File: src/rtl/sdf_pkg.sv
package sdf_pkg;

    localparam int SYNC_W   = 40;
    localparam int SYNC_MIN = 32;
    localparam int PRE_W    = 20;
    localparam int PRE_MIN  = 20;
    localparam int NBYTES   = 14;
    localparam int BYTE_W   = 8;

    localparam logic [SYNC_W-1:0] SYNC_WORD = 40'h07092A446F;
    localparam logic [PRE_W-1:0]  PRE_END   = 20'h00001;

    // history keeps one bit fewer than the window; the newest bit completes it
    localparam int HIST_W = SYNC_W - 1;
    localparam int CNT_W  = $clog2(2 * SYNC_W + 1);
    localparam int AGR_W  = $clog2(SYNC_W + 1);

    typedef enum logic [1:0] {
        ST_HUNT   = 2'd0,
        ST_SYNC   = 2'd1,
        ST_GATHER = 2'd2,
        ST_DECODE = 2'd3
    } rx_state_e;

    typedef struct packed {
        logic [7:0]  opcode;
        logic [7:0]  arg;
        logic [15:0] unit;
    } pkt_s;

    function automatic logic [AGR_W-1:0] agree_count(logic [SYNC_W-1:0] a,
                                                     logic [SYNC_W-1:0] b);
        return AGR_W'($countones(~(a ^ b)));
    endfunction

    function automatic logic [CNT_W-1:0] sat_inc(logic [CNT_W-1:0] c);
        return (&c) ? c : c + 1'b1;
    endfunction

endpackage

File: src/rtl/sdf_diff_bit.sv
module sdf_diff_bit (
    input  logic hunting,
    input  logic prev_q,
    input  logic inv_q,
    input  logic raw,
    output logic dec_bit
);
    // raw pass-through while hunting, running XOR (with polarity) otherwise
    always_comb begin
        if (hunting) dec_bit = raw;
        else         dec_bit = prev_q ^ raw ^ inv_q;
    end
endmodule

File: src/rtl/sdf_sync_match.sv
module sdf_sync_match import sdf_pkg::*; #(
    parameter int                W     = SYNC_W,
    parameter int                NEED  = SYNC_MIN,
    parameter logic [SYNC_W-1:0] WORD  = SYNC_WORD
) (
    input  logic [W-1:0] window,
    output logic         found,
    output logic         inverted
);
    logic [AGR_W-1:0] agr_true;
    logic [AGR_W-1:0] agr_comp;

    always_comb begin
        agr_true = agree_count(window, WORD);
        agr_comp = agree_count(window, ~WORD);
        found    = (agr_true >= AGR_W'(NEED)) || (agr_comp >= AGR_W'(NEED));
        inverted = agr_comp > agr_true;
    end
endmodule

File: src/rtl/sdf_byte_store.sv
module sdf_byte_store import sdf_pkg::*; #(
    parameter int N  = NBYTES,
    parameter int BW = BYTE_W
) (
    input  logic          clk,
    input  logic          rst,
    input  logic          clear,
    input  logic          wr,
    input  logic [BW-1:0] wdata,
    output logic          last_slot,
    output logic [N*BW-1:0] bytes_flat
);
    localparam int IDX_W = $clog2(N);

    logic [IDX_W-1:0] idx_q;

    assign last_slot = (idx_q == IDX_W'(N - 1));

    always_ff @(posedge clk) begin
        if (rst || clear)  idx_q <= '0;
        else if (wr)       idx_q <= last_slot ? '0 : idx_q + 1'b1;
    end

    for (genvar k = 0; k < N; k++) begin : g_slot
        logic [BW-1:0] slot_q;
        always_ff @(posedge clk) begin
            if (rst || clear)                      slot_q <= '0;
            else if (wr && idx_q == IDX_W'(k))     slot_q <= wdata;
        end
        assign bytes_flat[k*BW +: BW] = slot_q;
    end

    // the write index never leaves the payload range
    assert_idx_range_R6: assert property (@(posedge clk) disable iff (rst)
        idx_q < IDX_W'(N));
endmodule

File: src/rtl/sig_deframer.sv
module sig_deframer import sdf_pkg::*; #(
    parameter int NB = NBYTES,
    parameter int BW = BYTE_W
) (
    input  logic           clk,
    input  logic           rst,
    input  logic           bit_valid,
    input  logic           bit_in,
    output logic           dec_start,
    output logic [NB*BW-1:0] dec_bytes,
    input  logic           dec_done,
    input  logic           dec_crc_ok,
    output logic           pkt_valid,
    output logic [7:0]     pkt_opcode,
    output logic [7:0]     pkt_arg,
    output logic [15:0]    pkt_unit
);
    rx_state_e         st;
    logic [HIST_W-1:0] hist_q;
    logic [CNT_W-1:0]  cnt_q;
    logic              prev_q;
    logic              inv_q;
    pkt_s              pkt_q;

    logic              dec_bit;
    logic [SYNC_W-1:0] window;
    logic [CNT_W-1:0]  cnt_nx;
    logic              step;
    logic              sync_found;
    logic              sync_inv;
    logic              store_wr;
    logic              store_last;
    logic              wipe;

    assign step     = bit_valid && (st != ST_DECODE);
    assign window   = {hist_q, dec_bit};
    assign cnt_nx   = sat_inc(cnt_q);
    assign store_wr = step && (st == ST_GATHER) && (cnt_nx == CNT_W'(BW));
    assign wipe     = (st == ST_DECODE) && dec_done;

    sdf_diff_bit u_diff (
        .hunting (st == ST_HUNT),
        .prev_q  (prev_q),
        .inv_q   (inv_q),
        .raw     (bit_in),
        .dec_bit (dec_bit)
    );

    sdf_sync_match u_match (
        .window   (window),
        .found    (sync_found),
        .inverted (sync_inv)
    );

    sdf_byte_store #(.N(NB), .BW(BW)) u_store (
        .clk        (clk),
        .rst        (rst),
        .clear      (wipe),
        .wr         (store_wr),
        .wdata      (window[BW-1:0]),
        .last_slot  (store_last),
        .bytes_flat (dec_bytes)
    );

    always_ff @(posedge clk) begin
        if (rst) begin
            st        <= ST_HUNT;
            hist_q    <= '0;
            cnt_q     <= '0;
            prev_q    <= 1'b0;
            inv_q     <= 1'b0;
            dec_start <= 1'b0;
            pkt_valid <= 1'b0;
            pkt_q     <= '0;
        end else begin
            dec_start <= 1'b0;
            pkt_valid <= 1'b0;
            unique case (st)
                ST_HUNT: if (step) begin
                    hist_q <= window[HIST_W-1:0];
                    if (cnt_nx >= CNT_W'(PRE_MIN) && window[PRE_W-1:0] == PRE_END) begin
                        prev_q <= 1'b1;
                        cnt_q  <= CNT_W'(1);
                        st     <= ST_SYNC;
                    end else begin
                        prev_q <= dec_bit;
                        cnt_q  <= cnt_nx;
                    end
                end
                ST_SYNC: if (step) begin
                    hist_q <= window[HIST_W-1:0];
                    prev_q <= dec_bit;
                    if (cnt_nx >= CNT_W'(SYNC_MIN) && sync_found) begin
                        inv_q <= sync_inv;
                        cnt_q <= '0;
                        st    <= ST_GATHER;
                    end else begin
                        cnt_q <= cnt_nx;
                    end
                end
                ST_GATHER: if (step) begin
                    hist_q <= window[HIST_W-1:0];
                    prev_q <= dec_bit;
                    if (store_wr) begin
                        cnt_q <= '0;
                        if (store_last) begin
                            st        <= ST_DECODE;
                            dec_start <= 1'b1;
                        end
                    end else begin
                        cnt_q <= cnt_nx;
                    end
                end
                ST_DECODE: if (dec_done) begin
                    if (dec_crc_ok) begin
                        pkt_valid    <= 1'b1;
                        pkt_q.opcode <= dec_bytes[0*BW +: 8];
                        pkt_q.arg    <= dec_bytes[1*BW +: 8];
                        pkt_q.unit   <= {dec_bytes[3*BW +: 8], dec_bytes[2*BW +: 8]};
                    end
                    st     <= ST_HUNT;
                    hist_q <= '0;
                    cnt_q  <= '0;
                    prev_q <= 1'b0;
                    inv_q  <= 1'b0;
                end
                default: st <= ST_HUNT;
            endcase
        end
    end

    assign pkt_opcode = pkt_q.opcode;
    assign pkt_arg    = pkt_q.arg;
    assign pkt_unit   = pkt_q.unit;

    // no hunt exit before the bit count can reach the minimum
    assert_hunt_min_R2: assert property (@(posedge clk) disable iff (rst)
        (st == ST_HUNT && cnt_q < CNT_W'(PRE_MIN - 1)) |=> (st != ST_SYNC));

    // no lock while the count is still below the comparison threshold
    assert_no_early_lock_R4: assert property (@(posedge clk) disable iff (rst)
        (st == ST_SYNC && cnt_q < CNT_W'(SYNC_MIN - 1)) |=> (st != ST_GATHER));

    // start is a single-cycle pulse
    assert_start_pulse_R7: assert property (@(posedge clk) disable iff (rst)
        dec_start |=> !dec_start);

    // payload frozen while the decoder works
    assert_busy_hold_R7: assert property (@(posedge clk) disable iff (rst)
        (st == ST_DECODE && !dec_done) |=> $stable(dec_bytes));

    // a bad verdict returns to the hunt with no packet pulse
    assert_fail_rehunt_R8: assert property (@(posedge clk) disable iff (rst)
        (st == ST_DECODE && dec_done && !dec_crc_ok) |=> (st == ST_HUNT && !pkt_valid));

    // a packet pulse only follows a good verdict
    assert_valid_src_R9: assert property (@(posedge clk) disable iff (rst)
        pkt_valid |-> $past(dec_done && dec_crc_ok));
endmodule

File: config.mk
export PLATFORM = sky130hd
export DESIGN_NAME = sig_deframer
export DESIGN_NICKNAME = d
export VERILOG_FILES = /design/src/rtl/sdf_pkg.sv /design/src/rtl/sdf_diff_bit.sv /design/src/rtl/sdf_sync_match.sv /design/src/rtl/sdf_byte_store.sv /design/src/rtl/sig_deframer.sv
export SDC_FILE = /design/constraint.sdc
export NUM_CORES = 1
export LEC_CHECK = 0
export ABC_AREA = 1
export BUFFER_PORTS_ARGS = -buffer_cell sky130_fd_sc_hd__buf_2
export CAP_MARGIN = 25
export CORE_MARGIN = 3
export CORE_UTILIZATION = 55
export CTS_BUF_LIST = sky130_fd_sc_hd__clkbuf_4
export DETAILED_ROUTE_END_ITERATION = 8
export PLACE_DENSITY = 0.84
export SYNTH_ARGS = -nofsm -noshare
export SYNTH_HDL_FRONTEND = slang
export SYNTH_SLANG_ARGS = --single-unit
File: constraint.sdc
create_clock -name clk -period 7.67 [get_ports clk]
set_input_delay 0.3835 -clock clk [delete_from_list [all_inputs] [get_ports clk]]
set_output_delay 0.3835 -clock clk [all_outputs]
set_load 0.05 [all_outputs]
# Yosys cells after proc, flatten, opt, wreduce, memory -nomap -nowiden
# Cells that the tools add are included.
classes:
  addsub: 80
  n_mul: 0
  div: 0
  order_cmp: 5
  eq_ne: 29
  shift: 0
  muxes: 33
  bitwise_logic: 11
  n_reduce_logical: 36
ops:
  columns: ["operator", "count"]
  rows:
  - ["6-bit adder", 38]
  - ["1-bit by 1-bit adder with 2-bit output", 40]
  - ["40-bit inverter", 2]
  - ["39-bit two-way mux", 2]
  - ["39-bit case mux with 2 select lines", 1]
  - ["7-bit two-way mux", 8]
  - ["7-bit case mux with 4 select lines", 1]
  - ["4-bit == test, second input constant", 6]
  - ["24-bit inverter", 1]
  - ["20-bit by 1-bit == test with 1-bit output, second input constant", 1]
  - ["1-bit logical AND", 20]
  - ["4-bit by 3-bit == test with 1-bit output, second input constant", 4]
  - ["2-bit two-way mux", 8]
  - ["16-bit inverter", 1]
  - ["2-bit != test, second input constant", 7]
  - ["6-bit >= comparator, second input constant", 2]
  - ["1-bit two-way mux", 9]
  - ["4-bit by 2-bit == test with 1-bit output, second input constant", 2]
  - ["2-bit by 1-bit != test with 1-bit output, second input constant", 4]
  - ["2-bit case mux with 4 select lines", 1]
  - ["4-bit AND reduction", 2]
  - ["8-bit AND reduction", 1]
  - ["7-bit by 1-bit adder with 7-bit output, second input constant", 1]
  - ["7-bit by 4-bit == test with 1-bit output, second input constant", 1]
  - ["other kinds (22)", 31]
totals:
  ff_bits: 200
  latchBits: 0
  mem_bits_rw: 0
  romBits: 0
  out_inout_bits: 146
  wordCells: 219
  n_memories: 0

# Longest topological paths before layout
logic_depth:
  depth_word: 17
  depth_mapped: 33

# Modules after synthesis
# Synthesis repeated with hierarchy kept, for this count alone.
hier_totals:
  cells_unflattened: 1399
  hier_area_um2: 10530.1
modules_own_cells:
  columns: ["module", "n_inst", "cells_each", "area_each_um2", "seq_area_each_um2"]
  rows:
  - ["sdf_byte_store", 1, 671, 4707.0, 2322.2]
  - ["sig_deframer", 1, 490, 3606.0, 1681.6]
  - ["sdf_sync_match", 1, 228, 2168.3, 0.0]
  - ["sdf_diff_bit", 1, 10, 48.8, 0.0]

# Worst setup path before layout
# OpenSTA, ideal clock, no wires.
synth_path:
  kind: "reg-to-reg"
  startpoint: "register st[0]"
  endpoint: "register inv_q"
  setup_time_ps: 91
  t_arrival_ps: 6490
  t_required_ps: 7579
  path_slack_ps: 1089
  path_stages_with_launch: 29
  synth_period_minus_slack_ps: 6581
  path_cell_list: "dfxtp_1 > inv_1 > ha_1 > a21oi_1 > o21ai_0 > xor2_1 > ha_1 > xnor2_1 > ha_1 > o21bai_1 > fa_1 > fa_1 > fa_1 > fa_1 > fa_1 > ha_1 > inv_1 > fa_1 > inv_1 > nand3_1 > nand3_1 > nand2_1 > ha_1 > nand2_1 > nor2_1 > o21ai_0 > a21oi_1 > nand2_1 > a311oi_1"
synth_via:
  elab_chain_len: 15
  word_cells_on_any_way: 34
synth_lines:
  columns: ["item", "line", "text"]
  rows:
  - ["start, declared", "sig_deframer.sv:18", "rx_state_e st;"]
  - ["start signal, assigned", "sig_deframer.sv:67", "st <= ST_HUNT;"]
  - ["start signal, assigned", "sig_deframer.sv:84", "st <= ST_SYNC;"]
  - ["start signal, assigned", "sig_deframer.sv:96", "st <= ST_GATHER;"]
  - ["2-bit logical NOT *", "sig_deframer.sv:42", ".hunting (st == ST_HUNT),"]
  - ["1-bit two-way mux *", "sdf_diff_bit.sv:10", "if (hunting) dec_bit = raw;"]
  - ["net dec_bit", "sig_deframer.sv:25", "logic dec_bit;"]
  - ["16-bit inverter (no line)", null, null]
  - ["40-bit inverter", "sdf_pkg.sv:33", "return AGR_W'($countones(~(a ^ b)));"]
  - ["1-bit by 1-bit adder with 2-bit output (not written as such)", "sdf_pkg.sv:33", null]
  - ["6-bit adder (not written as such) (5 in a row)", "sdf_pkg.sv:33", null]
  - ["6-bit >= comparator", "sdf_sync_match.sv:16", "found = (agr_true >= AGR_W'(NEED)) || (agr_comp >= AGR_W'(NEED));"]
  - ["1-bit logical OR", "sdf_sync_match.sv:16", null]
  - ["1-bit logical AND", "sig_deframer.sv:93", "if (cnt_nx >= CNT_W'(SYNC_MIN) && sync_found) begin"]
  - ["2-bit != test (no line)", null, null]
  - ["4-bit AND reduction (no line)", null, null]
  - ["end signal, assigned", "sig_deframer.sv:94", "inv_q <= sync_inv;"]
  - ["end, declared", "sig_deframer.sv:22", "logic inv_q;"]
# The timed path passes the listed nets; every way through them passes the cells marked *. The select of a mux whose other input is x is not followed.
# A chain may end at the register's enable or synchronous reset.

# Final worst setup path
# Same ends and word-level chain as after synthesis.

==> key figures <==
Finish
  – Most common cell after layout, fill and taps aside: inv_1
  – Cell area after layout: 0.0118 sq mm
  – Final core utilization: 62.6%
  – Nets: 1550
  – Most frequent cells in the layout: inv_1 (258), a21oi_1 (208), dfxtp_1 (200)
  – Share of layout cells above drive strength 1: 15.0%
  – Area Overhead vs Synth: 11.4%

Clocking
  – # hold bufs at CTS: 0
  – CTS tree: yes
  – Longest Clk Path Bufs: 2
  – H-tree depth: 4
  – Clock Sink Count: 200
  – Clk slew on worst S/H paths: 0.17 ns
  – Post-CTS sizing: 0
  – Clk Latency, worst-skew pair: 0.61 ns
  – Root buffer cell: clkbuf_4
  – TritonCTS Buffers: 17
  – # Post-CTS Setup Buffers: 0

Die
  – Initial Utilization: 56.3%
  – Io pins: 152
  – Die Area: 0.0209 sq mm
  – Core area: 0.0188 sq mm
  – Die Wd: 145 um
  – Row cnt: 50
  – Die Y: 145 um

Synthesis
  – Synth warnings: 0
  – Synth Register Bits: 200
  – Post-Syn Area: 0.0106 sq mm
  – Syn Inst Count: 1279
  – EDFF count, synth: 0
  – Syn Nets: 1430
  – Sequential fraction of the synthesis area: 37.9%
  – Distinct cell type count after synthesis: 34
  – Most common flop cell mapped by yosys: dfxtp_1
  – FFs w/ async S/R, synth: 0%
  – Mapped Avg Cell Area: 8.25 sq um

Global routing
  – All-layer global routing usage: 24.1%
  – Vias in the first global route: 8170
  – Grt ovf: 0
  – First-pass GRT wire length: 40.2 mm
  – Largest net degree at the start of global routing: 106
  – Antenna violations before repair: 1

Worst setup path
  – Worst setup SP type: flip-flop
  – Critical R2R Launch: st[0]
  – CP Max Fanout: 11
  – Slowest CP cell: fa_1
  – CP required: 8.19 ns
  – Reg-to-reg endpoint: inv_q
  – Element type at the critical path end: flip-flop
  – Largest stage delay on the critical path: 0.55 ns
  – Worst Path Arrival: 7.49 ns
  – Flop-to-flop setup slack: 0.70 ns
  – Crit-path most repeated cell: fa_1
  – R2R cell count: 29
  – Critical path type: reg2reg

Drt
  – ANT nets after route: 0
  – Drt first pass iters: 7
  – Drt initial violations: 735
  – Wire length per cell: 15.4 um
  – Routed WL: 25.4 mm
  – Vias: 8756
  – Vias per cell: 5.32
  – Drc violations: 0

Pwr
  – Pwr dens: 172 mW/mm^2
  – Maximum VDD drop: 0.000130 V
  – Leakage: 5.40 nW

Hold path
  – Hold depth: 4
  – Hold Crit Class: in2reg
  – Hold path endpoint: prev_q
  – HP Start: bit_valid

Timing
  – Max-slew violations: 0
  – Max-Slew Margin vs Limit: 33.5%
  – Worst slew pin tran: 0.998 ns
  – Setup violators final: 0
  – Hold Vio Cnt, Final: 0
  – Min Tclk post-route: 6.97 ns
  – FMAX: 144 MHz
  – Setup TNS: 0 ns
  – Unrepaired setup endpoints after global routing: no
  – Fin crit share: 90.9%
  – Setup Skew: 0.0313 ns

Placement
  – PortBufs: 151
  – Dpl cell area: 0.0114 sq mm
  – RD Place Congestion: 0.918
  – Post-DP HPWL: 19.0 mm

Run status
  – Status: finished clean

Run
  – Max Cap Viol: 0
-- stage by stage --
stage | setup WS (ns) | power [mW] | hold slack, ns | instances
after floorplan | 1.09 | 1.34 | 0.462 | 1279
after global placement | 1.02 | 1.40 | 0.429 | 1613
after detailed placement | 0.727 | 1.41 | 0.433 | 1613
after CTS | 0.698 | 2.03 | 0.147 | 1645
after global routing | 0.235 | 2.12 | 0.168 | 1647
final | 0.702 | 2.02 | 0.172 | 1647
-- cell usage after synthesis, drive strengths merged (7+ instances only) --
master | number | area, sq um
inv | 260 | 976
a21oi | 209 | 1050
dfxtp | 200 | 4000
nand2 | 160 | 611
o21ai | 144 | 721
ha | 79 | 988
fa | 66 | 1320
clkbuf | 43 | 161
nor2 | 39 | 164
nand3 | 24 | 130
buf | 12 | 96.3
nor3 | 10 | 121
clkinv | 9 | 33.8
nand4 | 7 | 43.8
xor2 | 7 | 61.3
-- worst max-delay path: cells and delay by family, from the launching register on --
family | cells | cell delay, ns
DFF | 1 | 0.44
AOI/OAI and AO/OA | 6 | 0.84
xor gates and xnor gates | 2 | 0.33
and+or+nand+nor | 6 | 0.53
buffers and inverters | 4 | 0.41
adders and majority gates | 11 | 4.35
-- cells by family after synthesis --
group                    after synthesis  synth area share, %
buffers and inverters                324                 12.0
adder cells (fa/ha/maj)              145                 21.9
multiplexers                           1               0.0948
flip-flops                           200                 37.9
AO/OA/AOI/OAI                        357                 17.0
AND/OR/NAND/NOR                      243                 10.3
XOR/XNOR                               9                0.747
-- state kept, by name, indices dropped and copies added, names as in the netlist --
register               flops
u_store.g_slot.slot_q    112
pkt_unit                  16
st                         2
pkt_opcode                 8
prev_q                     1
cnt_q                      7
dec_start                  1
u_store.idx_q              4
hist_q                    39
pkt_arg                    8
inv_q                      1
pkt_valid                  1
-- worst max-delay path by stage --
stage                from    end  cells past startpoint
floorplan           st[0]  inv_q                     28
global placement    st[0]  inv_q                     29
detailed placement  st[0]  inv_q                     29
CTS                 st[0]  inv_q                     29
global route        st[0]  inv_q                     29
finish              st[0]  inv_q                     29
-- routing by layer --
layer,GRT usage (%),wire length (um),vias to the layer above
met5,0,0,-
met4,7.27,614,0
met3,4.33,1700,49
met2,41.1,12500,343
met1,31.3,10500,4095
li1,-,-,4269
-- where the power goes --
part	leakage [nW]	switching (mW)	total, mW	internal [mW]
combinational	3.61	0.205	0.334	0.129
sequential	1.61	0.0120	1.06	1.05
clock	0.179	0.409	0.625	0.216
total	5.40	0.626	2.02	1.39
-- cell type report --
class,instances,area (sq um)
inverter,269,1010
fill,1589,7010
sequential,200,4000
antenna,1,2.50
tap,234,293
clock inverter,15,201
multi-input combinational,755,5310
timing repair buffer,156,806
clock buffer,17,128
Note: power is estimated with default switching activity, not from simulation.
